--- config.mk ---
export PLATFORM = sky130hd
export DESIGN_NAME = dbg_evt_status
export DESIGN_NICKNAME = d
export VERILOG_FILES = /design/src/rtl/dbg_evt_pkg.sv /design/src/rtl/dbg_ude_sync.sv /design/src/rtl/dbg_evt_qual.sv /design/src/rtl/dbg_w1c_reg.sv /design/src/rtl/dbg_evt_status.sv
export SDC_FILE = /design/constraint.sdc
export NUM_CORES = 1
export LEC_CHECK = 0
export BUFFER_PORTS_ARGS = -buffer_cell sky130_fd_sc_hd__buf_4
export CORE_AREA = 10 10 62 64
export DETAILED_ROUTE_END_ITERATION = 16
export DIE_AREA = 0 0 72 74
export GPL_TIMING_DRIVEN = 0
export PLACE_DENSITY_LB_ADDON = 0.3
export RECOVER_POWER = 25
export SLEW_MARGIN = 0
export SYNTH_ARGS = -nofsm -noshare
export SYNTH_HDL_FRONTEND = slang
export SYNTH_SLANG_ARGS = --single-unit
export TNS_END_PERCENT = 50
--- constraint.sdc ---
create_clock -name clk_i -period 1.3 [get_ports clk_i]
set_input_delay 0.13 -clock clk_i [delete_from_list [all_inputs] [get_ports clk_i]]
set_output_delay 0.13 -clock clk_i [all_outputs]
set_load 0.02 [all_outputs]
--- src/rtl/dbg_evt_pkg.sv ---
package dbg_evt_pkg;

   localparam int unsigned WORD_W    = 32;
   localparam int unsigned NUM_SIMPLE = 5;

   // read-word bit positions (bit 31 is the most significant)
   localparam int unsigned POS_IMPRECISE = 31;
   localparam int unsigned POS_UNCOND    = 30;
   localparam int unsigned POS_RST_HARD  = 29;
   localparam int unsigned POS_RST_SOFT  = 28;
   localparam int unsigned POS_IAC_BASE  = 23;
   localparam int unsigned POS_DAC_BASE  = 19;

   // simple event slots in evt_i
   localparam int unsigned EV_ICMP = 0;
   localparam int unsigned EV_BRT  = 1;
   localparam int unsigned EV_IRPT = 2;
   localparam int unsigned EV_TRAP = 3;
   localparam int unsigned EV_RET  = 4;

   function automatic int unsigned simple_pos(input int unsigned idx);
      return (idx == EV_RET) ? 15 : (27 - idx);
   endfunction

   function automatic int unsigned iac_pos(input int unsigned k);
      return POS_IAC_BASE - k;
   endfunction

   function automatic int unsigned dac_rd_pos(input int unsigned k);
      return POS_DAC_BASE - 2 * k;
   endfunction

   function automatic int unsigned dac_wr_pos(input int unsigned k);
      return POS_DAC_BASE - 2 * k - 1;
   endfunction

   // bits that may request an interrupt
   function automatic logic [WORD_W-1:0] event_bits(input int unsigned n_iac,
                                                    input int unsigned n_dac);
      logic [WORD_W-1:0] m;
      m = '0;
      m[POS_UNCOND] = 1'b1;
      for (int unsigned i = 0; i < NUM_SIMPLE; i++) m[simple_pos(i)] = 1'b1;
      for (int unsigned k = 0; k < n_iac; k++) m[iac_pos(k)] = 1'b1;
      for (int unsigned k = 0; k < n_dac; k++) begin
         m[dac_rd_pos(k)] = 1'b1;
         m[dac_wr_pos(k)] = 1'b1;
      end
      return m;
   endfunction

   // all implemented bits
   function automatic logic [WORD_W-1:0] defined_bits(input int unsigned n_iac,
                                                      input int unsigned n_dac);
      logic [WORD_W-1:0] m;
      m = event_bits(n_iac, n_dac);
      m[POS_IMPRECISE] = 1'b1;
      m[POS_RST_HARD]  = 1'b1;
      m[POS_RST_SOFT]  = 1'b1;
      return m;
   endfunction

endpackage

--- src/rtl/dbg_ude_sync.sv ---
module dbg_ude_sync #(
   parameter int unsigned STAGES     = 2,
   parameter bit          ACTIVE_LOW = 1'b1
) (
   input  logic clk_i,
   input  logic rst_ni,
   input  logic pin_i,
   output logic evt_o
);

   localparam logic IDLE_LVL = ACTIVE_LOW ? 1'b1 : 1'b0;

   generate
      if (STAGES < 2) begin : g_bad_stages
         $error("dbg_ude_sync: STAGES must be at least 2");
      end
   endgenerate

   logic [STAGES-1:0] sync_q;
   logic              prev_q;

   always_ff @(posedge clk_i or negedge rst_ni) begin
      if (!rst_ni) begin
         sync_q <= {STAGES{IDLE_LVL}};
         prev_q <= IDLE_LVL;
      end else begin
         sync_q <= {sync_q[STAGES-2:0], pin_i};
         prev_q <= sync_q[STAGES-1];
      end
   end

   generate
      if (ACTIVE_LOW) begin : g_fall
         assign evt_o = prev_q & ~sync_q[STAGES-1];
      end else begin : g_rise
         assign evt_o = ~prev_q & sync_q[STAGES-1];
      end
   endgenerate


   pulse_single_chk: assert property (@(posedge clk_i) disable iff (!rst_ni)
      evt_o |=> !evt_o);

endmodule

--- src/rtl/dbg_evt_qual.sv ---
module dbg_evt_qual
   import dbg_evt_pkg::*;
#(
   parameter int unsigned NUM_IAC = 2,
   parameter int unsigned NUM_DAC = 2
) (
   input  logic [NUM_SIMPLE-1:0]  evt_i,
   input  logic [NUM_SIMPLE-1:0]  evt_en_i,
   input  logic [NUM_IAC-1:0]     iac_hit_i,
   input  logic [NUM_IAC-1:0]     iac_en_i,
   input  logic [NUM_DAC-1:0]     dac_rd_i,
   input  logic [NUM_DAC-1:0]     dac_wr_i,
   input  logic [2*NUM_DAC-1:0]   dac_mode_i,
   input  logic                   ude_evt_i,
   input  logic                   idm_i,
   input  logic                   msr_de_i,
   input  logic                   soft_rst_i,
   output logic [WORD_W-1:0]      set_o,
   output logic                   evt_any_o
);

   logic [NUM_DAC-1:0] rd_allow;
   logic [NUM_DAC-1:0] wr_allow;
   logic [WORD_W-1:0]  evt_set;

   generate
      for (genvar k = 0; k < NUM_DAC; k++) begin : g_dac_mode
         assign rd_allow[k] = dac_mode_i[2*k+1];
         assign wr_allow[k] = dac_mode_i[2*k];
      end
   endgenerate

   always_comb begin
      evt_set = '0;
      for (int unsigned i = 0; i < NUM_SIMPLE; i++) begin
         evt_set[simple_pos(i)] = evt_i[i] & evt_en_i[i];
      end
      for (int unsigned k = 0; k < NUM_IAC; k++) begin
         evt_set[iac_pos(k)] = iac_hit_i[k] & iac_en_i[k];
      end
      for (int unsigned k = 0; k < NUM_DAC; k++) begin
         evt_set[dac_rd_pos(k)] = dac_rd_i[k] & rd_allow[k];
         evt_set[dac_wr_pos(k)] = dac_wr_i[k] & wr_allow[k];
      end
      evt_set[POS_UNCOND] = ude_evt_i & idm_i;
   end

   assign evt_any_o = |evt_set;

   always_comb begin
      set_o = evt_set;
      set_o[POS_IMPRECISE] = evt_any_o & ~msr_de_i;
      set_o[POS_RST_SOFT]  = soft_rst_i;
   end

endmodule

--- src/rtl/dbg_w1c_reg.sv ---
module dbg_w1c_reg #(
   parameter int unsigned    W         = 32,
   parameter logic [W-1:0]   RST_VAL   = '0,
   parameter logic [W-1:0]   IMPL_MASK = '1
) (
   input  logic         clk_i,
   input  logic         rst_ni,
   input  logic [W-1:0] set_i,
   input  logic         clr_en_i,
   input  logic [W-1:0] clr_i,
   output logic [W-1:0] q_o
);

   localparam logic [W-1:0] RST_IMPL = RST_VAL & IMPL_MASK;

   logic [W-1:0] clr_eff;

   assign clr_eff = clr_en_i ? clr_i : '0;

   always_ff @(posedge clk_i or negedge rst_ni) begin
      if (!rst_ni) q_o <= RST_IMPL;
      else         q_o <= ((q_o & ~clr_eff) | set_i) & IMPL_MASK;
   end


   set_wins_chk: assert property (@(posedge clk_i) disable iff (!rst_ni)
      (set_i != '0) |=> ((q_o & $past(set_i & IMPL_MASK)) == $past(set_i & IMPL_MASK)));


   sticky_hold_chk: assert property (@(posedge clk_i) disable iff (!rst_ni)
      !clr_en_i |=> ((q_o & $past(q_o)) == $past(q_o)));

endmodule

--- src/rtl/dbg_evt_status.sv ---
module dbg_evt_status
   import dbg_evt_pkg::*;
#(
   parameter int unsigned NUM_IAC     = 2,
   parameter int unsigned NUM_DAC     = 2,
   parameter int unsigned SYNC_STAGES = 2,
   parameter bit          UDE_ACT_LOW = 1'b1
) (
   input  logic                  clk_i,
   input  logic                  rst_ni,
   input  logic [4:0]            evt_i,
   input  logic [4:0]            evt_en_i,
   input  logic [NUM_IAC-1:0]    iac_hit_i,
   input  logic [NUM_IAC-1:0]    iac_en_i,
   input  logic [NUM_DAC-1:0]    dac_rd_i,
   input  logic [NUM_DAC-1:0]    dac_wr_i,
   input  logic [2*NUM_DAC-1:0]  dac_mode_i,
   input  logic                  ude_n_i,
   input  logic                  idm_i,
   input  logic                  msr_de_i,
   input  logic                  soft_rst_i,
   input  logic                  wr_en_i,
   input  logic [31:0]           wr_data_i,
   output logic [31:0]           rd_data_o,
   output logic                  dbg_irq_o
);

   localparam logic [WORD_W-1:0] EVT_MASK  = event_bits(NUM_IAC, NUM_DAC);
   localparam logic [WORD_W-1:0] IMPL      = defined_bits(NUM_IAC, NUM_DAC);
   localparam logic [WORD_W-1:0] RESET_VAL = WORD_W'(1) << POS_RST_HARD;

   generate
      if (NUM_IAC < 1 || NUM_IAC > 2) begin : g_bad_iac
         $error("dbg_evt_status: NUM_IAC must be 1 or 2");
      end
      if (NUM_DAC < 1 || NUM_DAC > 2) begin : g_bad_dac
         $error("dbg_evt_status: NUM_DAC must be 1 or 2");
      end
      if (WORD_W != 32) begin : g_bad_word
         $error("dbg_evt_status: word width must be 32");
      end
   endgenerate

   logic              ude_evt;
   logic              evt_any;
   logic [WORD_W-1:0] set_vec;
   logic [WORD_W-1:0] status_q;

   dbg_ude_sync #(
      .STAGES     (SYNC_STAGES),
      .ACTIVE_LOW (UDE_ACT_LOW)
   ) i_ude_sync (
      .clk_i  (clk_i),
      .rst_ni (rst_ni),
      .pin_i  (ude_n_i),
      .evt_o  (ude_evt)
   );

   dbg_evt_qual #(
      .NUM_IAC (NUM_IAC),
      .NUM_DAC (NUM_DAC)
   ) i_qual (
      .evt_i      (evt_i),
      .evt_en_i   (evt_en_i),
      .iac_hit_i  (iac_hit_i),
      .iac_en_i   (iac_en_i),
      .dac_rd_i   (dac_rd_i),
      .dac_wr_i   (dac_wr_i),
      .dac_mode_i (dac_mode_i),
      .ude_evt_i  (ude_evt),
      .idm_i      (idm_i),
      .msr_de_i   (msr_de_i),
      .soft_rst_i (soft_rst_i),
      .set_o      (set_vec),
      .evt_any_o  (evt_any)
   );

   dbg_w1c_reg #(
      .W         (WORD_W),
      .RST_VAL   (RESET_VAL),
      .IMPL_MASK (IMPL)
   ) i_status (
      .clk_i    (clk_i),
      .rst_ni   (rst_ni),
      .set_i    (set_vec),
      .clr_en_i (wr_en_i),
      .clr_i    (wr_data_i),
      .q_o      (status_q)
   );

   assign rd_data_o = status_q;
   assign dbg_irq_o = msr_de_i & |(status_q & EVT_MASK);


   imprecise_chk: assert property (@(posedge clk_i) disable iff (!rst_ni)
      (!msr_de_i && evt_any) |=> rd_data_o[POS_IMPRECISE]);


   irq_follow_chk: assert property (@(posedge clk_i) disable iff (!rst_ni)
      (msr_de_i && evt_any) |=> (dbg_irq_o || !msr_de_i));


   irq_mask_chk: assert property (@(posedge clk_i) disable iff (!rst_ni)
      !msr_de_i |-> !dbg_irq_o);


   ude_idm_chk: assert property (@(posedge clk_i) disable iff (!rst_ni)
      (ude_evt && !idm_i) |-> !set_vec[POS_UNCOND]);

   generate
      for (genvar k = 0; k < NUM_DAC; k++) begin : g_dac_chk

         dac_rd_mode_chk: assert property (@(posedge clk_i) disable iff (!rst_ni)
            !dac_mode_i[2*k+1] |-> !set_vec[POS_DAC_BASE-2*k]);

         dac_wr_mode_chk: assert property (@(posedge clk_i) disable iff (!rst_ni)
            !dac_mode_i[2*k] |-> !set_vec[POS_DAC_BASE-2*k-1]);
      end
   endgenerate

endmodule

==> metrics.cfg <==
[global_routing]
grt_max_degree=19
globalRouteTotalUtil=0.1156
grt_pass1_wl_mm=4.981
antenna_found_initial=0
grt_pass1_vias=1041
grt_overflow=0

[pwr]
ir_worst_vdd_mv=0.8054
leakage_nw=0.8106
p_int_mw=1.031
p_switching_mw=0.4403
powerDensity_mw_per_mm2=970.1
pwr-share-seq=0.453
design_power_total_mw=1.471
p_clk_frac=0.233
p_sw_frac=0.2993
p_comb_frac=0.314

[die]
die-area_mm2=0.005328
core_mm2=0.002663
die_w_um=72
start_util=0.3257
die_h_um=74
rows=19
ios=94

[clock_tree]
cts_root_buf=clkbuf_4
clkLatencyLatePin_ns=0.29
cts_buffers=3
cts_tree=yes
htree_num_levels=1
clkTransAtPathRegs_ns=0.11
cts_buffer_depth=2
clock-sinks=18

[logic_synthesis]
synth_edf_count=0
synthTopCellsByCount=buf_4 (17), nand2_1 (15), dfrtp_1 (14), a22o_1 (12), dfstp_2 (4)
ys.flop_type=dfrtp_1
syn_area_per_cell_um2=10.84
netlist_instances=80
synth-seq-cells=18
ys_types=17
synth_top_cell_by_area=dfrtp_1
synthMostInstantiatedCell=buf_4
netlist.area_leader.share=0.4040
yosysWarnings=0
synth.cell_area_um2=867.1
ys_seq_area_frac=0.5253
synthArstFlopShare=1.000
synth_area_leaders=dfrtp_1 (40%), buf_4 (15%), dfstp_2 (12%)

[worst_setup_path]
cp_top_family=flip-flops
crit_chain=nor4_2, a31oi_1, buf_4
required_ns=1.17
crit_path_top_delay_cell=dfrtp_1
crit_buf_inv=1
startpoint_type=flop
path_class=flop to output port
endpoint_kind=output port
crit_path_max_fanout=2
cp.arrival_ns=1.30
cpPeakStageDelay_ns=0.42

[sta]
final.setup_skew_ns=0.004834
setup_tns_ns=-0.1268
final_hold_viol_count=0
fin_crit_sh=1.098
setup_viol_count_final=1
fmax_ghz=0.7009
rsz0062_at_grt=yes
fin_ws_ns=-0.1268
min_period_ns=1.427
hold_slack_ns=0.01975
slew_violations=0

[place]
place_congestion=0.6980
io_buffers=59
dpl_worst_slack_ns=0.09198
dpl.hpwl_mm=2.596

[final_layout]
fillCellCount=247
drive_gt1_frac=0.5455
area_growth_pct=74.89
insertedDiodeCount=0
fin_util=0.5695
finalNetCount=227

[route]
drt_iter0_markers=31
vias_per_cell=4.515
ant_nets=0
vias=885
drt_pass1_iterations=4
drc_errors=0
wl_mm=3.074
wire_per_inst_um=15.68

[run]
cap_viol_max_count=0

[run_status]
violations=negative setup slack
outcome=finished, violations left

[min_path]
hold_path.class=input port to flop

stage by stage:
step                instances  area [µm²]
floorplan                  96       927.1
global placement          186        1409
detailed placement        186        1409
CTS                       195        1499
global route              196        1516
finish                    196        1516
area by class of cell:
| type | count | area (µm²) | area share |
|---|---|---|---|
| repair buffers | 65 | 495.5 | 0.3267 |
| plain buffers | 18 | 132.6 | 0.08746 |
| inverters | 2 | 7.507 | 0.004951 |
| multi-input cells | 58 | 350.3 | 0.2310 |
| well taps | 31 | 38.79 | 0.02558 |
| flip-flops and latches | 18 | 455.4 | 0.3003 |
| clock buffers | 4 | 36.28 | 0.02393 |
power by group through the flow:
| stage | Clock [mW] | Sequential [mW] | Combinational (mW) |
|---|---|---|---|
| 3_3_place_gp | 0 | 0.671 | 0.432 |
| 6_report | 0.342 | 0.666 | 0.463 |
| 2_1_floorplan | 0 | 0.722 | 0.156 |
| 4_1_cts | 0.350 | 0.664 | 0.456 |
| 5_1_grt | 0.387 | 0.674 | 0.501 |
| 3_5_place_dp | 0 | 0.673 | 0.438 |
metal layers:
layer  track usage  part of all wire  vias up  wire, µm
met4       0.02581                 0        0         0
met5             0                 0        -         0
li1              -                 -      430         -
met2        0.2029              0.50       47      1532
met1        0.1203              0.38      408      1181
met3       0.06117              0.12        0       361
layout by cell type, fill, tap and decap left out, drive strengths merged:
master / count
dfrtp: 14
a22oi: 2
buf: 78
a32oi: 1
dfstp: 4
a21boi: 1
inv: 2
a22o: 12
nand2: 15
a21o: 1
and3: 1
dlygate4sd3: 4
a32o: 1
a31oi: 2
clkbuf: 5
conb: 17
nor4: 3
a222oi: 2
worst reg2reg max path: cells and delay by family, from the launching register on:
family | cells | cell delay, ns
buffers and inverters | 1 | 0.05
DFF | 1 | 0.54
AOI/OAI and AO/OA | 2 | 0.28
final timing paths:
| path | from | to | slack [ns] | cells after the start |
|---|---|---|---|---|
| setup reg to reg | i_ude_sync.sync_q[1] | i_status.q_o[31] | 0.31 | 3 |
| max in group asynchronous | rst_ni | i_ude_sync.prev_q | 0.65 | 2 |
| hold / removal | soft_rst_i | i_status.q_o[28] | 0.02 | 2 |
| min in group asynchronous | rst_ni | i_status.q_o[19] | 0.31 | 2 |
| setup / recovery | i_status.q_o[27] | dbg_irq_o | -0.13 | 3 |
| hold reg to reg | i_ude_sync.sync_q[0] | i_ude_sync.sync_q[1] | 0.36 | 0 |
sequential cells by signal (all words and copies together) (netlist names):
| register | cells |
|---|---|
| i_status.q_o | 15 |
| i_ude_sync.prev_q | 1 |
| i_ude_sync.sync_q | 2 |
logic make-up (layout without fill, tap and decap cells):
group / count (synthesis) / after routing / share of synthesized area
AOI/OAI and AO/OA: 22 / 22 / 0.2150
buffers and inverters: 20 / 89 / 0.1616
DFF: 18 / 18 / 0.5253
other: 1 / 17 / 0.004325
and+or+nand+nor: 19 / 19 / 0.09380
timing repair:
item,4_1_cts,5_1_grt
hold buffers,4,0
pin swaps,1,2
endpoints found under the setup margin,1,1
hold endpoints to repair,21,0
gates resized for setup,1,2
buffers inserted,1,1
Note: power is estimated with default switching activity, not from simulation.
